## config.mk

```make
export PLATFORM = sky130hd
export DESIGN_NAME = pdr_page_reg
export DESIGN_NICKNAME = d
export VERILOG_FILES = /design/src/rtl/pdr_pkg.sv /design/src/rtl/pdr_xfer_ctl.sv /design/src/rtl/pdr_shift_core.sv /design/src/rtl/pdr_store_port.sv /design/src/rtl/pdr_page_reg.sv
export SDC_FILE = /design/constraint.sdc
export NUM_CORES = 1
export LEC_CHECK = 0
export ABC_CLOCK_PERIOD_IN_PS = 17400
export BUFFER_PORTS_ARGS = -buffer_cell sky130_fd_sc_hd__buf_2
export CORE_ASPECT_RATIO = 0.6
export CORE_MARGIN = 3
export CORE_UTILIZATION = 55
export CTS_BUF_LIST = sky130_fd_sc_hd__clkbuf_4
export DETAILED_ROUTE_END_ITERATION = 10
export HOLD_SLACK_MARGIN = 0.02
export MAX_ROUTING_LAYER = met4
export PLACE_DENSITY_LB_ADDON = 0.15
export RECOVER_POWER = 25
export SKIP_CTS_REPAIR_TIMING = 1
export SLEW_MARGIN = 20
export SYNTH_ARGS = -nofsm -noshare
export SYNTH_HDL_FRONTEND = slang
export SYNTH_HIERARCHICAL = 1
export SYNTH_SLANG_ARGS = --single-unit
```

## constraint.sdc

```tcl
create_clock -name clk -period 17.4 [get_ports clk]
set_input_delay 1.74 -clock clk [delete_from_list [all_inputs] [get_ports clk]]
set_output_delay 1.74 -clock clk [all_outputs]
set_load 0.005 [all_outputs]
```

## src/rtl/pdr_pkg.sv

```systemverilog
package pdr_pkg;

  typedef enum logic {
    XFER_IN  = 1'b0,
    XFER_OUT = 1'b1
  } xfer_dir_e;

  // Number of bits a transfer moves for a given count argument.
  function automatic int unsigned xfer_bits(input int unsigned arg);
    return arg + 1;
  endfunction

  // Bit entering the tail: fresh input or the recirculated head.
  function automatic logic feed_bit(input xfer_dir_e dir, input logic head, input logic din);
    return (dir == XFER_OUT) ? head : din;
  endfunction

endpackage

```

## src/rtl/pdr_xfer_ctl.sv

```systemverilog
module pdr_xfer_ctl
  import pdr_pkg::*;
#(
  parameter int CNT_W = 8
) (
  input  logic             clk,
  input  logic             rst_n,
  input  logic             start_i,
  input  logic             dir_i,
  input  logic [CNT_W-1:0] cnt_i,
  input  logic             bit_en_i,
  input  logic             busy_i,
  input  logic             hold_i,
  output logic             active_o,
  output xfer_dir_e        dir_o,
  output logic             shift_fire_o,
  output logic             done_o
);

  logic [CNT_W-1:0] remain_q;
  logic             start_fire;
  logic             last_fire;

  assign start_fire   = start_i & ~active_o & ~busy_i & ~hold_i;
  assign shift_fire_o = active_o & bit_en_i & ~busy_i;
  assign last_fire    = shift_fire_o & (remain_q == '0);

  always_ff @(posedge clk or negedge rst_n) begin
    if (!rst_n) begin
      active_o <= 1'b0;
      remain_q <= '0;
      dir_o    <= XFER_IN;
      done_o   <= 1'b0;
    end else begin
      done_o <= last_fire;
      if (start_fire) begin
        active_o <= 1'b1;
        remain_q <= cnt_i;
        dir_o    <= xfer_dir_e'(dir_i);
      end else if (shift_fire_o) begin
        if (last_fire) active_o <= 1'b0;
        else           remain_q <= remain_q - 1'b1;
      end
    end
  end

endmodule

```

## src/rtl/pdr_shift_core.sv

```systemverilog
module pdr_shift_core #(
  parameter int PAGE_BITS = 256
) (
  input  logic                 clk,
  input  logic                 load_en_i,
  input  logic [PAGE_BITS-1:0] load_data_i,
  input  logic                 shift_en_i,
  input  logic                 feed_i,
  output logic [PAGE_BITS-1:0] page_o
);

  // Bit 0 is the tail, bit PAGE_BITS-1 the head; a shift moves toward the head.
  for (genvar k = 0; k < PAGE_BITS; k++) begin : g_cell
    logic nxt;
    if (k == 0) begin : g_tail
      assign nxt = feed_i;
    end else begin : g_body
      assign nxt = page_o[k-1];
    end
    always_ff @(posedge clk) begin
      if (load_en_i)       page_o[k] <= load_data_i[k];
      else if (shift_en_i) page_o[k] <= nxt;
    end
  end

endmodule

```

## src/rtl/pdr_store_port.sv

```systemverilog
module pdr_store_port #(
  parameter int PAGE_BITS = 256
) (
  input  logic                 clk,
  input  logic                 rst_n,
  input  logic                 fire_i,
  input  logic [PAGE_BITS-1:0] page_i,
  output logic                 valid_o,
  output logic [PAGE_BITS-1:0] data_o
);

  always_ff @(posedge clk or negedge rst_n) begin
    if (!rst_n) valid_o <= 1'b0;
    else        valid_o <= fire_i;
  end

  always_ff @(posedge clk) begin
    if (fire_i) data_o <= page_i;
  end

endmodule

```

## src/rtl/pdr_page_reg.sv

```systemverilog
module pdr_page_reg
  import pdr_pkg::*;
#(
  parameter  int PAGE_BITS = 256,
  localparam int CNT_W     = $clog2(PAGE_BITS)
) (
  input  logic                 clk,
  input  logic                 rst_n,
  input  logic                 busy_i,
  input  logic                 start_i,
  input  logic                 dir_i,
  input  logic [CNT_W-1:0]     cnt_i,
  input  logic                 bit_en_i,
  input  logic                 din_i,
  output logic                 dout_o,
  output logic                 xfer_active_o,
  output logic                 done_o,
  input  logic                 load_i,
  input  logic [PAGE_BITS-1:0] load_data_i,
  input  logic                 store_i,
  output logic                 store_valid_o,
  output logic [PAGE_BITS-1:0] store_data_o
);

  // Named internal events, observed by the bound checker.
  logic [PAGE_BITS-1:0] page_q;
  logic                 shift_fire_w;
  logic                 load_fire_w;
  logic                 store_fire_w;
  logic                 feed_w;
  xfer_dir_e            dir_q;

  assign load_fire_w  = load_i & ~xfer_active_o;
  assign store_fire_w = store_i & ~xfer_active_o;
  assign dout_o       = page_q[PAGE_BITS-1];
  assign feed_w       = feed_bit(dir_q, page_q[PAGE_BITS-1], din_i);

  pdr_xfer_ctl #(.CNT_W(CNT_W)) u_ctl (
    .clk          (clk),
    .rst_n        (rst_n),
    .start_i      (start_i),
    .dir_i        (dir_i),
    .cnt_i        (cnt_i),
    .bit_en_i     (bit_en_i),
    .busy_i       (busy_i),
    .hold_i       (load_i),
    .active_o     (xfer_active_o),
    .dir_o        (dir_q),
    .shift_fire_o (shift_fire_w),
    .done_o       (done_o)
  );

  pdr_shift_core #(.PAGE_BITS(PAGE_BITS)) u_core (
    .clk         (clk),
    .load_en_i   (load_fire_w),
    .load_data_i (load_data_i),
    .shift_en_i  (shift_fire_w),
    .feed_i      (feed_w),
    .page_o      (page_q)
  );

  pdr_store_port #(.PAGE_BITS(PAGE_BITS)) u_store (
    .clk     (clk),
    .rst_n   (rst_n),
    .fire_i  (store_fire_w),
    .page_i  (page_q),
    .valid_o (store_valid_o),
    .data_o  (store_data_o)
  );

endmodule

```

==> flow_summary_export.csv, run 1 <==
group,metric,value,unit
yosys,avgSynthCellArea,19.7,um^2
clock_network,insertion_delay,780,ps
routing,viasPerCell,4.92,
placement,gp_congestion,0.831,
global_route,grt_usage,21.8,%
routing,vias,10500,
clock_network,cts_buffer_depth,3,
sta,fin_ws,11240,ps
job,max-cap-violations,2,
routing,detail_route.wl_per_cell,21.7,um
sta,worstMarginPinSlew,3630,ps
floorplanning,die-width,265,um
clock_network,cts_tree,"done",
floorplanning,initial_core_util,56.2,%
placement,dp_slack,12240,ps
floorplanning,core,39400,um^2
yosys,netlist_instances,1122,
sta,finalSetupViolCount,0,
global_route,grt_pass1_vias,10800,
routing,antenna_left,0,
sta,drv_slew,85,
yosys,synth.distinct_cells,37,
sta,min_period_over_period,35.4,%
yosys,ys_ff_latch,524,
power,p_leak,9.76,nW
placement,hpwl,31.6,mm
yosys,synthTopCellsByArea,"edfxtp_1 (70%), mux2_4 (16%), buf_4 (8.7%)",
clock_network,cts_made_buffers,118,
finish,drive_above_1_share,62.5,%
global_route,antenna_found_initial,14,
finish,nNetsFinal,1775,
placement,placed_area,23300,um^2
finish,final_cells,2127,
sta,fmax,162,MHz
finish,stdcell_area,24800,um^2
sta,hold_viol_final,0,
run_status,status,"finished with violations",
yosys,syn_area,22100,um^2
power,max-vdd-ir-drop,76.5,uV
power,powerDensity,151,nW/um^2
routing,drt-initial-drc-count,777,
clock_network,path_clk_slew,70,ps
critical_path,required,17760,ps
finish,postLayoutCoreUtil,62.9,%
sta,relSlewSlack,-142,%
sta,rsz0062_at_grt,"false",
placement,dp_cells,1902,
yosys,synth_top_area_share,69.5,%
yosys,yosysTopAreaCell,"edfxtp_1",
placement,io_buffers,532,
critical_path,critPathKind,"in2reg",
routing,drc,0,
global_route,grt_start_max_net_pins,181,
yosys,syn-num-nets,1397,
global_route,overflow,0,
critical_path,critPathLaunchType,"input pin",
yosys,ys_seq_area_share,70.9,%
floorplanning,die_h,161,um
global_route,grt_pass1_wl,66.8,mm
floorplanning,rows,56,
sta,hold_ws,404,ps
finish,areaGrowthSynthToFinish,11.9,%
floorplanning,die-area,42700,um^2
critical_path,crit_arrival,6520,ps
critical_path,crit_fanout,68,
routing,drt-total-wl,46.1,mm
hold_path,hold_path_class,"reg2reg",
floorplanning,pin_count,533,
clock_network,cts.sinks,524,
run_status,violations,"max-capacitance violations, max-slew violations",
yosys,ys_warn_count,6,
sta,min_period,6160,ps
sta,fin_tns_setup,0,ps
routing,first_pass_iters,7,
power,p_total,3.75,mW
clock_network,root_buffer,"clkbuf_4",
critical_path,worstSetupEndpointType,"flip-flop",
clock_network,htree_levels,3,
sta,clock_skew,44.7,ps
==> final timing paths <==
path                       slack [ps]  cells after the start                    from                   to
max                             11240                      5                 store_i  u_store/data_o[163]
min                               400                      0  u_core/g_cell[160].nxt  u_store/data_o[159]
max reg2reg                     11800                      4          u_ctl/active_o  u_store/data_o[163]
min reg2reg                       400                      0  u_core/g_cell[160].nxt  u_store/data_o[159]
max in group asynchronous       15980                      1                   rst_n    u_ctl/remain_q[5]
min in group asynchronous         980                      1                   rst_n    u_ctl/remain_q[7]
==> routing by layer <==
metal  vias up  global-route usage [%]  share of wire, %
met1      5188                    26.4                40
met4         0                    8.08               2.6
met3        72                    7.78               7.9
met5         -                       -                 0
met2       392                    34.2                49
li1       4806                       -                 -
==> cell usage in the layout (no fill, tap or decap), drive strengths merged, types with 6 or more instances in the layout <==
cell type,instances
buf,540
clkbuf,183
clkinv,27
dfrtp,12
diode,13
edfxtp,512
inv,6
mux2,258
nand2,7
o21ai,8
==> layout make-up <==
cell class                      count  area (um^2)
Sequential cell                   524        15700
Fill cell                        2917        14600
Clock inverter                     32          139
Tap cell                          522          653
Timing Repair Buffer              543         2750
Antenna cell                       13         32.5
Clock buffer                      180         1350
Multi-Input combinational cell    308         4140
Inverter                            5         18.8
==> synth_stat cells <==
cell type,number
nor3b_2,1
nand3b_1,1
nor2b_1,3
o21ai_1,2
nor4_4,1
nor4_2,1
o21ai_2,1
o21bai_1,1
mux2_2,28
buf_4,255
buf_6,15
a31oi_1,1
a21oi_1,2
nor4b_4,1
or3b_1,1
o2111ai_2,1
mux2_4,230
a21o_1,1
o211ai_2,1
a211oi_1,1
clkbuf_1,1
or2_2,1
buf_8,11
xnor2_1,3
o21ai_0,5
nand4_1,2
xor2_1,3
buf_2,2
edfxtp_1,512
or4_4,1
nand2_1,7
nor3_1,4
buf_12,1
ha_1,2
nor2_1,2
inv_1,5
dfrtp_1,12
==> power by group <==
| part | internal (mW) | leakage [nW] | switching, mW |
|---|---|---|---|
| Combinational | 0.434 | 3.99 | 0.381 |
| Clock | 0.471 | 0.882 | 0.464 |
| Sequential | 1.86 | 4.89 | 0.138 |
| Total | 2.77 | 9.76 | 0.982 |
==> sequential cells by signal (all words and copies together) (netlist names) <==
name,count
u_ctl/dir_o,1
u_store/data_o,256
u_ctl/done_o,1
u_core/g_cell.nxt,255
u_ctl/active_o,1
u_core/page_o,1
u_store/valid_o,1
u_ctl/remain_q,8
==> logic make-up after synthesis <==
group           synth area share [%]
fa+ha+maj                      0.113
flops                           70.9
simple gates                   0.854
buf+inv                         10.4
xor+xnor                       0.238
compound gates                 0.498
mux                             17.0
==> worst max-delay path: stages <==
cell      delay, ps
buf_2            80
nor2b_2         110
clkbuf_1       2540
buf_4          1060
buf_4           830
Power figures use the tool's default switching activity.
==> inputs of run 2 (changes only) <==
Settings changed: ABC_CLOCK_PERIOD_IN_PS 17400 to 6400.
Clock period 17.4 ns to 6.4 ns, I/O delays scaled along.
==> flow_summary_export.csv, run 2 (synthesized netlist as in run 1, its figures left out) <==
group,metric,value,unit
routing,antenna_left,0,
routing,first_pass_iters,5,
finish,final_cells,2132,
clock_network,htree_levels,3,
finish,largest_register_ffs,256,
critical_path,slowest_delay,2410,ps
sta,rsz0062_at_grt,"false",
sta,min_period_over_period,61.2,%
sta,relSlewSlack,-134,%
floorplanning,pin_count,533,
power,powerDensity,412,nW/um^2
critical_path,critPathLaunchType,"flip-flop",
run_status,violations,"max-capacitance violations, max-slew violations",
power,p_leak,9.81,nW
placement,dp_cells,1900,
run_status,status,"finished with violations",
critical_path,cp_cell_sequence,"nor2b_1, clkbuf_2",
routing,viasPerCell,4.89,
floorplanning,die_h,161,um
finish,final_cell_mix,"buf_2 (531), edfxtp_1 (512), mux2_4 (230)",
finish,stdcell_area,24900,um^2
sta,worstMarginPinSlew,3510,ps
placement,gp_congestion,0.836,
floorplanning,die-width,265,um
global_route,antenna_found_initial,13,
clock_network,root_buffer,"clkbuf_4",
placement,hpwl,31.4,mm
finish,drive_above_1_share,61.7,%
global_route,grt_pass1_vias,10700,
critical_path,worstSetupEndpointType,"flip-flop",
clock_network,cts_tree,"done",
floorplanning,die-area,42700,um^2
critical_path,crit_buf_inv,1,
finish,final_common_cell,"buf_2",
critical_path,required,6690,ps
critical_path,critPathKind,"reg2reg",
finish,n_fill_cell,2903,
critical_path,crit_fanout,131,
critical_path,slowest_stage,"clkbuf_2",
global_route,grt_start_max_net_pins,132,
placement,io_buffers,532,
clock_network,cts.sinks,524,
sta,hold_viol_final,0,
sta,finalSetupViolCount,0,
floorplanning,rows,56,
job,max-cap-violations,3,
floorplanning,initial_core_util,56.2,%
floorplanning,core,39400,um^2
routing,drc,0,
power,max-vdd-ir-drop,230,uV
hold_path,hold_path_class,"in2reg",
sta,clock_skew,38.3,ps
routing,drt-initial-drc-count,836,
routing,detail_route.wl_per_cell,21.6,um
global_route,grt_pass1_wl,66.5,mm
placement,placed_area,23300,um^2
critical_path,cp_top_family,"buffers and inverters",
clock_network,insertion_delay,790,ps
sta,fin_tns_setup,0,ps
critical_path,crit_arrival,4210,ps
clock_network,cts_made_buffers,117,
sta,drv_slew,206,
finish,nNetsFinal,1780,
clock_network,cts_buffer_depth,3,
global_route,grt_usage,21.8,%
finish,largest_register,"u_store/data_o",
finish,areaGrowthSynthToFinish,12.5,%
global_route,overflow,0,
routing,vias,10400,
sta,min_period,3920,ps
sta,fmax,255,MHz
clock_network,path_clk_slew,70,ps
routing,drt-total-wl,46.0,mm
run 2: cell count changes in the layout (fill, tap and decap cells not counted), sizes merged:
cell | previous run | this run
clkinvlp | 4 | 1
bufinv | 0 | 2
clkinv | 27 | 33
dlygate4sd3 | 0 | 8
clkbuf | 183 | 178
inv | 6 | 5
buf | 540 | 538
run 2: final timing paths:
check	startpoint	endpoint	slack, ps	cells past startpoint
worst max-delay path	u_ctl/active_o	u_store/data_o[192]	2480	2
worst min-delay path	cnt_i[0]	u_ctl/remain_q[0]	100	3
worst max register to register	u_ctl/active_o	u_store/data_o[192]	2480	2
worst min register to register	u_core/g_cell[188].nxt	u_store/data_o[187]	420	0
max in group asynchronous	rst_n	u_ctl/remain_q[7]	5560	2
min in group asynchronous	rst_n	u_ctl/done_o	410	2
run 2: through the flow:
stage	hold slack, ps	setup WS [ps]	total power [mW]	util, %
finish	97.0	2480	10.3	63.2
detailed placement	431	3230	7.74	59.2
CTS	-385	3430	10.4	63.0
floorplan	344	1490	7.65	-
global route	30.9	2190	10.8	63.2
global placement	427	3260	7.68	59.2
run 2: report_power, final:
| group | switching [mW] | internal [mW] | total, mW |
|---|---|---|---|
| combinational | 1.03 | 1.18 | 2.22 |
| clock | 1.26 | 1.33 | 2.58 |
| sequential | 0.373 | 5.08 | 5.45 |
| total | 2.67 | 7.59 | 10.3 |
run 2: cell type report:
cell class | count | area (um^2) | share of cell area [%]
sequential | 524 | 15700 | 63.0
multi-input combinational | 308 | 4140 | 16.6
timing repair buffer | 549 | 2850 | 11.5
clock buffer | 175 | 1310 | 5.28
tap | 522 | 653 | 2.63
clock inverter | 36 | 194 | 0.779
antenna | 13 | 32.5 | 0.131
inverter | 5 | 18.8 | 0.0754
run 2: worst register-to-register path, stage by stage, from the launching register on:
cell      delay, ps
dfrtp_1         460
nor2b_1         320
clkbuf_2       2410
run 2: metal layers:
metal	global-route usage, %	routed length, um
met2	34.7	23200
met3	6.88	3230
met1	26.3	18500
met4	8.26	1080
met5	-	0
